`src/rtl/tile_sched_pkg.sv`:
```
package tile_sched_pkg;
  parameter int ROW_W  = 16;
  parameter int SIZE_W = 8;
  parameter int FMT_W  = 2;
  parameter int NNZ_W  = 12;

  typedef struct packed {
    logic [ROW_W-1:0]  row;
    logic [SIZE_W-1:0] size;
    logic [FMT_W-1:0]  fmt;
    logic [NNZ_W-1:0]  nnz;
  } blk_md_t;

  localparam int MD_W = $bits(blk_md_t);
endpackage

```
`src/rtl/tile_step_ctr.sv`:
```
module tile_step_ctr #(
  parameter int NB = 4,
  localparam int IW = $clog2(NB)
) (
  input  logic          clk_i,
  input  logic          rst_ni,
  input  logic          start_i,
  input  logic          adv_i,
  output logic          run_o,
  output logic [IW-1:0] t_o,
  output logic [IW-1:0] k_o,
  output logic          last_k_o
);
  localparam logic [IW-1:0] LAST = IW'(NB - 1);

  assign last_k_o = (k_o == LAST);

  always_ff @(posedge clk_i or negedge rst_ni) begin
    if (!rst_ni) begin
      run_o <= 1'b0;
      t_o   <= '0;
      k_o   <= '0;
    end else if (!run_o) begin
      if (start_i) begin
        run_o <= 1'b1;
        t_o   <= '0;
        k_o   <= '0;
      end
    end else if (adv_i) begin
      if (last_k_o) begin
        k_o <= '0;
        if (t_o == LAST) run_o <= 1'b0;
        else             t_o   <= t_o + IW'(1);
      end else begin
        k_o <= k_o + IW'(1);
      end
    end
  end
endmodule

```
`src/rtl/tile_core_lane.sv`:
```
module tile_core_lane
  import tile_sched_pkg::*;
#(
  parameter int NB   = 4,
  parameter int CORE = 0,
  localparam int IW    = $clog2(NB),
  localparam int IDX_W = $clog2(NB * NB)
) (
  input  logic             run_i,
  input  logic [IW-1:0]    t_i,
  input  logic [IW-1:0]    k_i,
  input  logic [NNZ_W-1:0] nnz_a_i,
  input  logic [NNZ_W-1:0] nnz_b_i,
  output logic [IW-1:0]    row_o,
  output logic [IDX_W-1:0] idx_a_o,
  output logic [IDX_W-1:0] idx_b_o,
  output logic             want_o
);
  localparam logic [IW:0] CORE_V = (IW + 1)'(CORE);
  localparam logic [IW:0] NB_V   = (IW + 1)'(NB);

  logic [IW:0] sum;

  // staggered start: row = (core + t) mod NB
  assign sum   = {1'b0, t_i} + CORE_V;
  assign row_o = (sum >= NB_V) ? IW'(sum - NB_V) : IW'(sum);

  assign idx_a_o = IDX_W'(row_o) * IDX_W'(NB) + IDX_W'(k_i);
  assign idx_b_o = IDX_W'(k_i) * IDX_W'(NB) + IDX_W'(CORE);

  assign want_o = run_i && (|nnz_a_i) && (|nnz_b_i);
endmodule

```
`src/rtl/tile_sched.sv`:
```
module tile_sched
  import tile_sched_pkg::*;
#(
  parameter int NB    = 4,
  parameter int NCORE = 4,
  localparam int IW    = $clog2(NB),
  localparam int IDX_W = $clog2(NB * NB)
) (
  input  logic                   clk_i,
  input  logic                   rst_ni,
  input  logic                   start_i,
  input  logic [NCORE-1:0]       ready_i,
  output logic [NCORE*IDX_W-1:0] md_a_idx_o,
  output logic [NCORE*IDX_W-1:0] md_b_idx_o,
  input  logic [NCORE*MD_W-1:0]  md_a_i,
  input  logic [NCORE*MD_W-1:0]  md_b_i,
  output logic [NCORE-1:0]       req_valid_o,
  output logic [NCORE*IW-1:0]    req_row_o,
  output logic [IW-1:0]          req_k_o,
  output logic [NCORE*MD_W-1:0]  req_a_md_o,
  output logic [NCORE*MD_W-1:0]  req_b_md_o,
  output logic [NCORE-1:0]       done_valid_o,
  output logic [NCORE*IW-1:0]    done_row_o,
  output logic [NCORE*IW-1:0]    done_col_o
);
  logic          run;
  logic          adv;
  logic          last_k;
  logic [IW-1:0] t_q;
  logic [IW-1:0] k_q;

  tile_step_ctr #(.NB(NB)) ctr_i (
    .clk_i   (clk_i),
    .rst_ni  (rst_ni),
    .start_i (start_i),
    .adv_i   (adv),
    .run_o   (run),
    .t_o     (t_q),
    .k_o     (k_q),
    .last_k_o(last_k)
  );

  // all engines step together so the stagger stays conflict free
  assign adv     = run && (&(~req_valid_o | ready_i));
  assign req_k_o = k_q;

  for (genvar c = 0; c < NCORE; c++) begin : g_lane
    blk_md_t       ma;
    blk_md_t       mb;
    logic [IW-1:0] row;

    assign ma = md_a_i[c*MD_W +: MD_W];
    assign mb = md_b_i[c*MD_W +: MD_W];

    tile_core_lane #(.NB(NB), .CORE(c)) lane_i (
      .run_i  (run),
      .t_i    (t_q),
      .k_i    (k_q),
      .nnz_a_i(ma.nnz),
      .nnz_b_i(mb.nnz),
      .row_o  (row),
      .idx_a_o(md_a_idx_o[c*IDX_W +: IDX_W]),
      .idx_b_o(md_b_idx_o[c*IDX_W +: IDX_W]),
      .want_o (req_valid_o[c])
    );

    assign req_row_o[c*IW +: IW]    = row;
    assign req_a_md_o[c*MD_W +: MD_W] = ma;
    assign req_b_md_o[c*MD_W +: MD_W] = mb;
    assign done_valid_o[c]          = adv && last_k;
    assign done_row_o[c*IW +: IW]   = row;
    assign done_col_o[c*IW +: IW]   = IW'(c);
  end
endmodule

```
`config.mk`:
```
export PLATFORM = sky130hd
export DESIGN_NAME = tile_sched
export DESIGN_NICKNAME = d
export VERILOG_FILES = /design/src/rtl/tile_sched_pkg.sv /design/src/rtl/tile_step_ctr.sv /design/src/rtl/tile_core_lane.sv /design/src/rtl/tile_sched.sv
export SDC_FILE = /design/constraint.sdc
export NUM_CORES = 1
export LEC_CHECK = 0
export BUFFER_PORTS_ARGS = -buffer_cell sky130_fd_sc_hd__buf_2
export CAP_MARGIN = 20
export CORE_AREA = 2 2 262 264
export DETAILED_ROUTE_END_ITERATION = 10
export DIE_AREA = 0 0 264 266
export PLACE_DENSITY = 0.37
export SETUP_SLACK_MARGIN = 0.3
export SYNTH_ARGS = -nofsm -noshare
export SYNTH_HDL_FRONTEND = slang
export SYNTH_SLANG_ARGS = --single-unit
export TNS_END_PERCENT = 20
```
`constraint.sdc`:
```
create_clock -name clk_i -period 4 [get_ports clk_i]
set_clock_uncertainty 0.2 [all_clocks]
set_input_delay 0.2 -clock clk_i [delete_from_list [all_inputs] [get_ports clk_i]]
set_output_delay 0.2 -clock clk_i [all_outputs]
set_load 0.02 [all_outputs]
```
==> run summary, run 1 <==
* input port to flop — path category of the worst min-delay check
* 67700 sq um — placeable core region
* 442 — Post-Syn Instances
* 4 — total iterations of the first detailed-routing run
* 264 microns — die boundary width
* 0 — buffers inserted during post-CTS setup optimization
* 0 ns — final total negative setup slack
* flop — startpoint type of the worst setup path
* buf_2, nor4_1, conb_1, a31oi_1 — commonest cells after routing, fill and taps aside
* buf_4 — Synth area leader
* -5.78% — Synth-to-Final Area Change
* 0.599 — routability cong.
* no — RSZ-0062 raised after global routing
* 3.60 ns — data required time of the critical path
* 0.0373 — share of synthesized area occupied by flip-flops and latches
* 0 — DRC
* 1233 — non-filler cells in the finished layout
* 1.85 — Vias/cell
* 400 MHz — maximum clock rate
* 5 — #FFs+latches synth
* 248 — quantity of I/O buffers inserted on ports
* 0.0381 — total global-route track usage
* inv_2 -> a31oi_1 -> a22oi_2 -> nand3_2 -> nor2_1 -> buf_2 — worst path cell trace
* 2102 — number of global-route vias before repair
* 681 — top-level port count
* 0.807 — area share of the leading cell type in the synthesized netlist
* 13600 microns — estimated wirelength of the detail-placed design
* 0.03 ns — clock-pin transition on the worst setup and hold timing paths
* 5 — clk sink count
* 70200 sq um — full die area
* 15200 microns — total length of routed wires
* 0 — number of synthesized flops with an enable pin
* buf_2 — most common cell after layout, fill and taps aside
* 2.10 ns — Worst Path Arrival
* 3 — clock buffers created by TritonCTS
* 3360 sq um — netlist area before placement
* 2279 — count of vias placed by the detailed router
* 0 — Warnings, synthesis
* output port — kind of end point of the critical path
* 0 — max-cap violation count
* finished clean — result of the run
* 96 — row count
* 266 microns — Chip Height
* 0.760 — fraction of final layout cells sized beyond drive strength 1
* 664 — net count of the finished layout
* 0 — Setup Viol. Count Final
* 29 — number of unique standard cell types used by synthesis
* 1 — hold-fix buffer count after cts
* 1227 — number of instances in the placed design
* 1 — number of H-tree branching levels
* 0.625 — share of the clock period used by the worst path after layout
* 0 — number of nets still failing antenna checks after routing
* 0 — final hold violations
* 235 nW/um^2 — power per unit of standard cell area
* 0.23 ns — clock latency on the worst-skew pair
* start_i — Hold Startpoint
* flop to output port — Critical Setup Path Class
* 42 — initial detailed-routing violation count
* 13 — maximum number of pins on one net before global-route repair
* 1.31 nW — leakage power
* 2 — Clock Path Buffers
* 0.107 mV — Peak VDD IR
* 2.50 ns — Period minus WS final
* 1.00 — fraction of registers with async set or reset after synthesis
* 0 — post-CTS resize count
* dfrtp_1 — commonest register cell after synthesis
* buf_4, dfrtp_1, nor4_1 — synth top area cells
* 7.59 sq um — Post-Synthesis Mean Instance Area
* dfrtp_1 — Slowest-stage cell, CP
* 12.3 microns — average wire per cell in the routed design
* 9 — peak fanout along the critical path
* clkbuf_16 — clock root buffer
* ctr_i.run_o — FF-to-FF Start
* 0.39 ns — worst stage delay on the critical path
* 0.742 mW — total power
* 6 — initial antenna violation count
* ctr_i.run_o — beginning of the critical path
* 0.494 — worst slew slack as a fraction of its limit
* 0.0496 — starting density of the core
* 17800 microns — first-pass GRT wire length
* 0 — total count of max-transition violations in the final report
* compound AO/OA/AOI/OAI gates — Worst path top cell family by delay
* done — clock tree from TritonCTS
* 0.756 ns — Tightest Pin Transition
* 2 — number of buffers and inverters on the critical path
* 0 — grt ovf
## power breakdown
group	switching (mW)	leakage, nW	internal, mW
Combinational	0.326	1.22	0.157
Sequential	0.0349	0.0512	0.0610
Clock	0.0315	0.0382	0.132
## registers in the layout, indices dropped and copies added (netlist names)
signal / flops
ctr_i.k_o: 2
ctr_i.run_o: 1
ctr_i.t_o: 2
## synthesized netlist by cell type (2+ instances only)
cell,count
nor4_1,18
nor4_2,4
nand3_1,2
and3_1,2
nor2_1,3
ha_1,2
dfrtp_1,5
conb_1,2
a21oi_1,2
nand2_1,7
a31oi_1,8
inv_1,7
buf_4,361
and2_1,2
nor3_1,2
nor4_4,2
## routing by layer
layer | track usage | wire (microns) | up-vias
li1 | - | - | 865
met4 | 0.0358 | 1530 | 2
met2 | 0.0703 | 7240 | 402
met3 | 0.0225 | 2450 | 106
met5 | 0 | 13 | -
met1 | 0.0260 | 3970 | 904
## cells by family after synthesis
| kind of cell | after synthesis | synth area share |
|---|---|---|
| adders and majority gates | 2 | 0.00745 |
| DFF | 5 | 0.0373 |
| muxes | 1 | 0.00298 |
| and+or+nand+nor | 44 | 0.0913 |
| AOI/OAI and AO/OA | 19 | 0.0425 |
| other | 2 | 0.00224 |
| buffers and inverters | 369 | 0.816 |
## cell type report
class | count | area (sq um)
multi-input combinational | 82 | 557
antenna | 1 | 2.50
inverter | 8 | 30.0
fill | 8038 | 64600
timing repair buffer | 251 | 1270
tap | 882 | 1100
sequential | 5 | 125
clock buffer | 4 | 78.8
## final timing paths
| kind | slack (ns) | cells after the start | end |
|---|---|---|---|
| max | 1.50 | 6 | done_valid_o[2] |
| min | 0.05 | 2 | ctr_i.run_o |
| max reg2reg | 1.84 | 5 | ctr_i.t_o[0] |
| min reg2reg | 0.36 | 1 | ctr_i.run_o |
| max in group asynchronous | 3.31 | 2 | ctr_i.t_o[1] |
| min in group asynchronous | 0.14 | 2 | ctr_i.k_o[1] |
## stage by stage
| stage | area, sq um | hold slack (ns) | utilization | setup slack, ns |
|---|---|---|---|---|
| after detailed placement | 3070 | -0.165 | 0.0453 | 1.41 |
| after global routing | 3160 | 0.0632 | 0.0467 | 1.33 |
| after global placement | 3070 | -0.166 | 0.0453 | 1.44 |
| after CTS | 3160 | 0.0466 | 0.0467 | 1.36 |
| after floorplan | 3410 | -0.296 | - | 1.99 |
| final | 3160 | 0.0486 | 0.0467 | 1.50 |
(Power assumes the default switching activity.)
==> run 2: changes to the inputs <==
CORE_AREA = 2 2 263 265   (was 2 2 262 264)
DIE_AREA = 0 0 265 267   (was 0 0 264 266)
clock period = 2.5 ns   (was 4 ns; I/O delays follow)
==> run 2 against run 1 <==
  * Combinational power rose by 69%
  * Final area increased by 5.9%
  * Clock power grew 60%
  * Largest power group unchanged
  * Sequential power rose by 62%
  * Final cell count is 0.81% higher
  * Count of clock-buffer cells in the layout shrank 1
  * Global-route usage grew 0.24 points
  * Utilization rose by 0.26 points
  * Power up 66%
  * Sequential cell count stayed put
  * Die area up 0.76%
  * Sequential share of layout area fell by 0.22 points
  * Highest routed layer unchanged
==> run summary, run 2 (same netlist as run 1, synthesis figures left out) <==
* finished clean — result of the run
* 3 — clock buffers created by TritonCTS, unchanged
* ctr_i.k_o x2, ctr_i.t_o x2, ctr_i.run_o x1 — Largest regs
* 0 — number of nets still failing antenna checks after routing, unchanged
* 3350 sq um — Final Cell Area, +5.9%
* 4 — total iterations of the first detailed-routing run, unchanged
* 267 microns — Chip Height, +0.38%
* 0.817 — share of the clock period used by the worst path after layout
* 16100 microns — total length of routed wires, +5.5%
* 2.04 ns — Period minus WS final
* 0.23 ns — clock latency on the worst-skew pair, about the same
* 265 microns — die boundary width, +0.38%
* 18500 microns — first-pass GRT wire length, +4.1%
* 12.9 microns — average wire per cell in the routed design, +4.7%
* 1243 — non-filler cells in the finished layout, +0.81%
* 1 — number of H-tree branching levels, unchanged
* clkbuf_16 — clock root buffer
* 0.173 mV — Peak VDD IR, +62%
* buf_2 — most common cell after layout, fill and taps aside
* 68000 sq um — placeable core region, +0.35%
* 13 — maximum number of pins on one net before global-route repair, unchanged
* output port — kind of end point of the critical path
* 2124 — number of global-route vias before repair, +1.0%
* 248 — quantity of I/O buffers inserted on ports, unchanged
* 0.459 ns — least setup slack across all paths after layout, -1.04 ns
* input port to output port — path category of the worst min-delay check
* 0.626 — routability cong., +4.6%
* 70800 sq um — full die area, +0.76%
* 2.17 ns — data required time of the critical path, -1.43 ns
* 1235 — number of instances in the placed design, +0.65%
* 0.196 ns — post-place setup slack, -1.22 ns
* 675 — net count of the finished layout, +1.7%
* 0.792 — fraction of final layout cells sized beyond drive strength 1, +0.0322
* 490 MHz — maximum clock rate
* 0 — final hold violations, unchanged
* flop — startpoint type of the worst setup path
* 8046 — filler instances, +0.10%
* 14600 microns — estimated wirelength of the detail-placed design, +7.2%
* 0 — total count of max-transition violations in the final report, unchanged
* no — RSZ-0062 raised after global routing
* 681 — top-level port count, unchanged
* 369 nW/um^2 — power per unit of standard cell area, +57%
* 1.38 nW — leakage power, +4.9%
* 96 — row count, unchanged
* 0 — DRC, unchanged
* buf_2, conb_1, buf_4, nor4_1, nor4_2 — commonest cells after routing, fill and taps aside
* 2 — initial antenna violation count, -4
* 2 — Clock Path Buffers, unchanged
* 0 — grt ovf, unchanged
* 2296 — count of vias placed by the detailed router, +0.75%
* flop to output port — Critical Setup Path Class
* 4 — peak fanout along the critical path, -5
* 3140 sq um — placed inst area, +2.2%
* 0 — Ant. Diodes, -1
* 1.85 — Vias/cell, about the same
* 0.04 ns — clock-pin transition on the worst setup and hold timing paths, about the same
* 0 — Setup Viol. Count Final, unchanged
* 1.72 ns — Worst Path Arrival, -0.38 ns
* 5 — clk sink count, unchanged
* -0.261% — Synth-to-Final Area Change
* done — clock tree from TritonCTS
* 0 ns — final total negative setup slack, unchanged
* 0.0492 — Post-Route Utilization, +0.00256
* 0 — max-cap violation count, unchanged
* 0.0494 — starting density of the core, -0.000175
* 0.0405 — total global-route track usage, +0.00240
* 51 — initial detailed-routing violation count, +21%
[run 2: changes by cell type in the layout (fill, tap and decap cells not counted), sizes merged]
cell / before / now
buf: 250 / 260
clkbuf: 4 / 3
clkinv: 0 / 1
diode: 1 / 0
dlygate4sd3: 1 / 2
[run 2: metal layers]
metal  global-route usage  up-vias  part of all wire
met2               0.0683      387              0.44
met4               0.0382        4              0.11
met1               0.0200      908              0.20
met5              0.00693        -            0.0050
li1                     -      885                 -
met3               0.0440      112              0.25
[run 2: cell type report]
| cell class | instances | area (sq um) | area share |
|---|---|---|---|
| well taps | 882 | 1100 | 0.330 |
| multi-input cells | 82 | 631 | 0.188 |
| clock inverters | 1 | 5.00 | 0.00149 |
| repair buffers | 262 | 1380 | 0.411 |
| inverters | 8 | 32.5 | 0.00972 |
| flip-flops and latches | 5 | 125 | 0.0374 |
| clock buffers | 3 | 75.1 | 0.0224 |
[run 2: timing repair]
item / in CTS / in global routing
hold endpoints to repair: 6 / 0
pin swaps: 1 / 0
buffers inserted: 2 / 0
resized for setup: 11 / 9
hold buffers: 2 / 0
endpoints found under the setup margin: 5 / 5
[run 2: worst paths after layout]
kind | cells past startpoint | endpoint | slack, ns | from
hold / removal | 0 | req_a_md_o[112] | 0.05 | md_a_i[112]
max in group asynchronous | 2 | ctr_i.k_o[1] | 1.88 | rst_ni
hold reg to reg | 2 | ctr_i.run_o | 0.49 | ctr_i.run_o
setup reg to reg | 5 | ctr_i.t_o[1] | 0.64 | ctr_i.t_o[0]
setup / recovery | 8 | done_valid_o[1] | 0.46 | ctr_i.run_o
min in group asynchronous | 2 | ctr_i.run_o | 0.08 | rst_ni
[run 2: critical path, cell delays in order (launching register included)]
cell and delay, ns:
dfrtp_1 0.40, inv_4 0.13, a31oi_2 0.08, a22oi_2 0.19, buf_4 0.17, nand3_4 0.11
nor2_4 0.13, buf_4 0.14, buf_4 0.14
[run 2: metrics by stage]
stage / total power, mW / hold slack [ns]
2_1_floorplan: 1.35 / -0.371
3_3_place_gp: 0.976 / -0.248
3_5_place_dp: 0.970 / -0.244
4_1_cts: 1.25 / 0.0501
5_1_grt: 1.31 / 0.0500
6_report: 1.23 / 0.0500
[run 2: power by group]
part           total [mW]  leakage (nW)  switching, mW  internal [mW]
clock               0.263        0.0409         0.0536          0.209
sequential          0.155        0.0512         0.0572         0.0975
combinational       0.817          1.29          0.547          0.269
==> run 3: changes to the inputs <==
ABC_AREA = 1   (was default)
CORE_AREA = 2 2 262 264   (was 2 2 263 265)
DIE_AREA = 0 0 264 266   (was 0 0 265 267)
PLACE_DENSITY = 0.38   (was 0.37)
clock period = 1.8 ns   (was 2.5 ns; I/O delays follow)
==> run 3 against run 2 <==
  * The flow now finishes with violations (negative setup slack)
  * Final area is 63% higher
  * Non-clock buffer count is 203 higher
  * Worst setup slack worse by 0.47 ns
  * Critical path depth is 1 lower
  * Critical path type unchanged
  * Sequential power is 68% higher
  * Utilization is 3.1 points higher
  * Synthesized cell count is 14% higher
  * Routed wire length is 11% lower
  * Largest power group unchanged
  * Largest cell class unchanged
  * Final cell count is 21% higher
  * Global-route usage is 0.81 points lower
==> run summary, run 3 <==
* finished, violations left — result of the run
* 0.0330 — met1 usage in global routing, +0.0130
* 0 — Warnings, synthesis, unchanged
* met2 — GRT busiest layer
* 0.0508 — starting density of the core, +0.00145
* 0.441 — fraction of final layout cells sized beyond drive strength 1, -0.351
* 7938 — filler instances, -1.3%
* 4 — total iterations of the first detailed-routing run, unchanged
* 2738 — number of global-route vias before repair, +29%
* 502 — Post-Syn Instances, +14%
* dfrtp_1 — commonest register cell after synthesis
* flop to output port — Critical Setup Path Class
* 3440 sq um — netlist area before placement, +2.6%
* 0 — number of synthesized flops with an enable pin, unchanged
* 10500 microns — estimated wirelength of the detail-placed design, -28%
* 40 — initial detailed-routing violation count, -22%
* 0.23 ns — clock latency on the worst-skew pair, about the same
* 0.0323 — total global-route track usage, -0.00814
* 1 — number of H-tree branching levels, unchanged
* 1.01 — share of the clock period used by the worst path after layout
* 0.00453 — met3 usage in global routing, -0.0395
* 96 — row count, unchanged
* buf_12 -> nand4_1 -> nand2_2 -> nor2_4 -> nand2_4 -> nor2_4 -> buf_2 — worst path cell trace
* 67700 sq um — placeable core region, -0.35%
* 6.86 sq um — Post-Synthesis Mean Instance Area, -9.7%
* flop — startpoint type of the worst setup path
* 0.40 ns — worst stage delay on the critical path, about the same
* 1510 — non-filler cells in the finished layout, +21%
* 0.650 — routability cong., +3.8%
* ctr_i.k_o x2, ctr_i.t_o x2, ctr_i.run_o x1 — Largest regs
* 3 — clock buffers created by TritonCTS, unchanged
* input port to async pin — path category of the worst min-delay check
* 0.0363 — share of synthesized area occupied by flip-flops and latches, -0.000935
* 2 — Clock Path Buffers, unchanged
* 7 — critical path depth in cells, -1
* 1.81 ns — Period minus WS final
* 5 — clk sink count, unchanged
* done — clock tree from TritonCTS
* 129 sq um — area used by sequential logic in the layout, +3.0%
* output port — kind of end point of the critical path
* 0.12 ns — setup slack of the worst register-to-register path, -0.52 ns
* 1.00 — fraction of registers with async set or reset after synthesis, unchanged
* clkbuf_16 — clock root buffer
* buf_2, dlygate4sd3_1, nor2_1, nand2_1, conb_1 — commonest cells after routing, fill and taps aside
* 0.0638 — met2 usage in global routing, -0.00451
* 266 microns — Chip Height, -0.37%
* 6 — initial antenna violation count, +4
* 23 — number of unique standard cell types used by synthesis, -21%
* 264 microns — die boundary width, -0.38%
* 0 — final hold violations, unchanged
* buf_4 — library cell with the highest instance count after synthesis
* yes — RSZ-0062 raised after global routing
* 248 — quantity of I/O buffers inserted on ports, unchanged
* 2 — number of buffers and inverters on the critical path, -2
* 0.03 ns — clock-pin transition on the worst setup and hold timing paths, about the same
* 6 — peak fanout along the critical path, +2
* 0 — total count of max-transition violations in the final report, unchanged
* 3 — Setup Viol. Count Final, +3
* 0 — DRC, unchanged
* 1.51 ns — data required time of the critical path, -0.66 ns
* -0.0137 ns — least setup slack across all paths after layout, -0.472 ns
* buf_4, nor2_1, dfrtp_1 — synth top area cells
* 1.52 ns — Worst Path Arrival, -0.20 ns
* 2.05 — Vias/cell, +11%
* 1290 — number of instances in the placed design, +4.5%
* 0.787 — area share of the leading cell type in the synthesized netlist, -0.0202
* 13 — maximum number of pins on one net before global-route repair, unchanged
* buf_2 — most common cell after layout, fill and taps aside
* 681 — top-level port count, unchanged
* buf_4 — Synth area leader
* 3200 sq um — placed inst area, +1.9%
* simple AND/OR/NAND/NOR gates — Worst path top cell family by delay
* 0 — grt ovf, unchanged
* dfrtp_1 — Slowest-stage cell, CP
* 551 MHz — maximum clock rate
* 3097 — count of vias placed by the detailed router, +35%
* nor2_4 — most frequent cell on the critical path
* 9.41 microns — average wire per cell in the routed design, -27%
* 70200 sq um — full die area, -0.75%
* 595 nW/um^2 — power per unit of standard cell area, +62%
* 17000 microns — first-pass GRT wire length, -8.2%
* 58.4% — Synth-to-Final Area Change
* 5 — #FFs+latches synth, unchanged
* 937 — net count of the finished layout, +39%
* buf_4, nor2_1, nand2_1, inv_1, nand3_1 — cell types with the highest counts after synthesis
* 14200 microns — total length of routed wires, -11%
* 0.495 mV — Peak VDD IR, +190%
* 5460 sq um — Final Cell Area, +63%
* 636 sq um — area occupied by multi-input gates, +0.79%
* 0 — max-cap violation count, unchanged
* 0 — number of nets still failing antenna checks after routing, unchanged
* 2.35 nW — leakage power, +70%
* negative setup slack — violated checks
* 10 — path depth of the worst reg2reg path, +5
-- run 3: changes by cell type in the layout (fill, tap and decap cells not counted), sizes merged, moves of 3 or more --
cell,change
a31oi,-8
nand3,+6
nand2,+29
diode,+5
dlygate4sd3,+208
nor2,+57
nor4,-24
buf,-5
nand4,+3
and2,+3
-- run 3: timing repair --
| action | CTS | global route |
|---|---|---|
| hold buffers | 210 | 0 |
| pin swaps | 1 | 0 |
| buffers inserted | 1 | 0 |
| endpoints found under the hold margin | 214 | 0 |
| setup endpoints to repair | 15 | 16 |
| resized for setup | 13 | 5 |
-- run 3: area by class of cell --
type                            instances  area share
Timing Repair Buffer                  465       0.632
Tap cell                              882       0.202
Multi-Input combinational cell        137       0.117
Sequential cell                         5      0.0236
Clock buffer                            4      0.0144
Inverter                               12     0.00872
Antenna cell                            5     0.00229
-- run 3: power breakdown --
| group | leakage [nW] | internal (mW) | total (mW) | switching [mW] |
|---|---|---|---|---|
| Sequential | 0.0565 | 0.155 | 0.260 | 0.104 |
| Combinational | 2.25 | 0.993 | 2.62 | 1.63 |
| Clock | 0.0382 | 0.293 | 0.366 | 0.0730 |
| Total | 2.35 | 1.44 | 3.25 | 1.81 |
-- run 3: stage by stage --
stage	utilization	setup WS (ns)	hold slack, ns	TNS, ns	power, mW
after floorplan	-	0.239	-0.406	0	2.56
after global placement	0.0472	-0.0798	-0.280	-0.381	1.99
after detailed placement	0.0472	-0.0732	-0.283	-0.320	1.98
after CTS	0.0801	-0.0849	0.0222	-0.306	3.22
after global routing	0.0805	-0.115	0.0533	-0.464	3.39
final	0.0805	-0.0137	0.0257	-0.0350	3.25
-- run 3: worst paths after layout --
kind	end	from
max	done_valid_o[2]	ctr_i.run_o
min	ctr_i.k_o[0]	rst_ni
max reg2reg	ctr_i.t_o[1]	ctr_i.run_o
min reg2reg	ctr_i.t_o[0]	ctr_i.t_o[0]
max in group asynchronous	ctr_i.t_o[0]	rst_ni
min in group clk_i	ctr_i.k_o[1]	ready_i[1]
-- run 3: per-layer routing --
layer	wire, microns	vias to the layer above
li1	-	1399
met1	4760	1333
met2	7770	344
met3	1260	21
met4	419	0
met5	0	-
-- run 3: logic make-up after synthesis --
| logic type | synth area share |
|---|---|
| AOI/OAI and AO/OA | 0.00327 |
| DFF | 0.0363 |
| and+or+nand+nor | 0.149 |
| other | 0.00218 |
| buffers and inverters | 0.802 |
| adders and majority gates | 0.00727 |
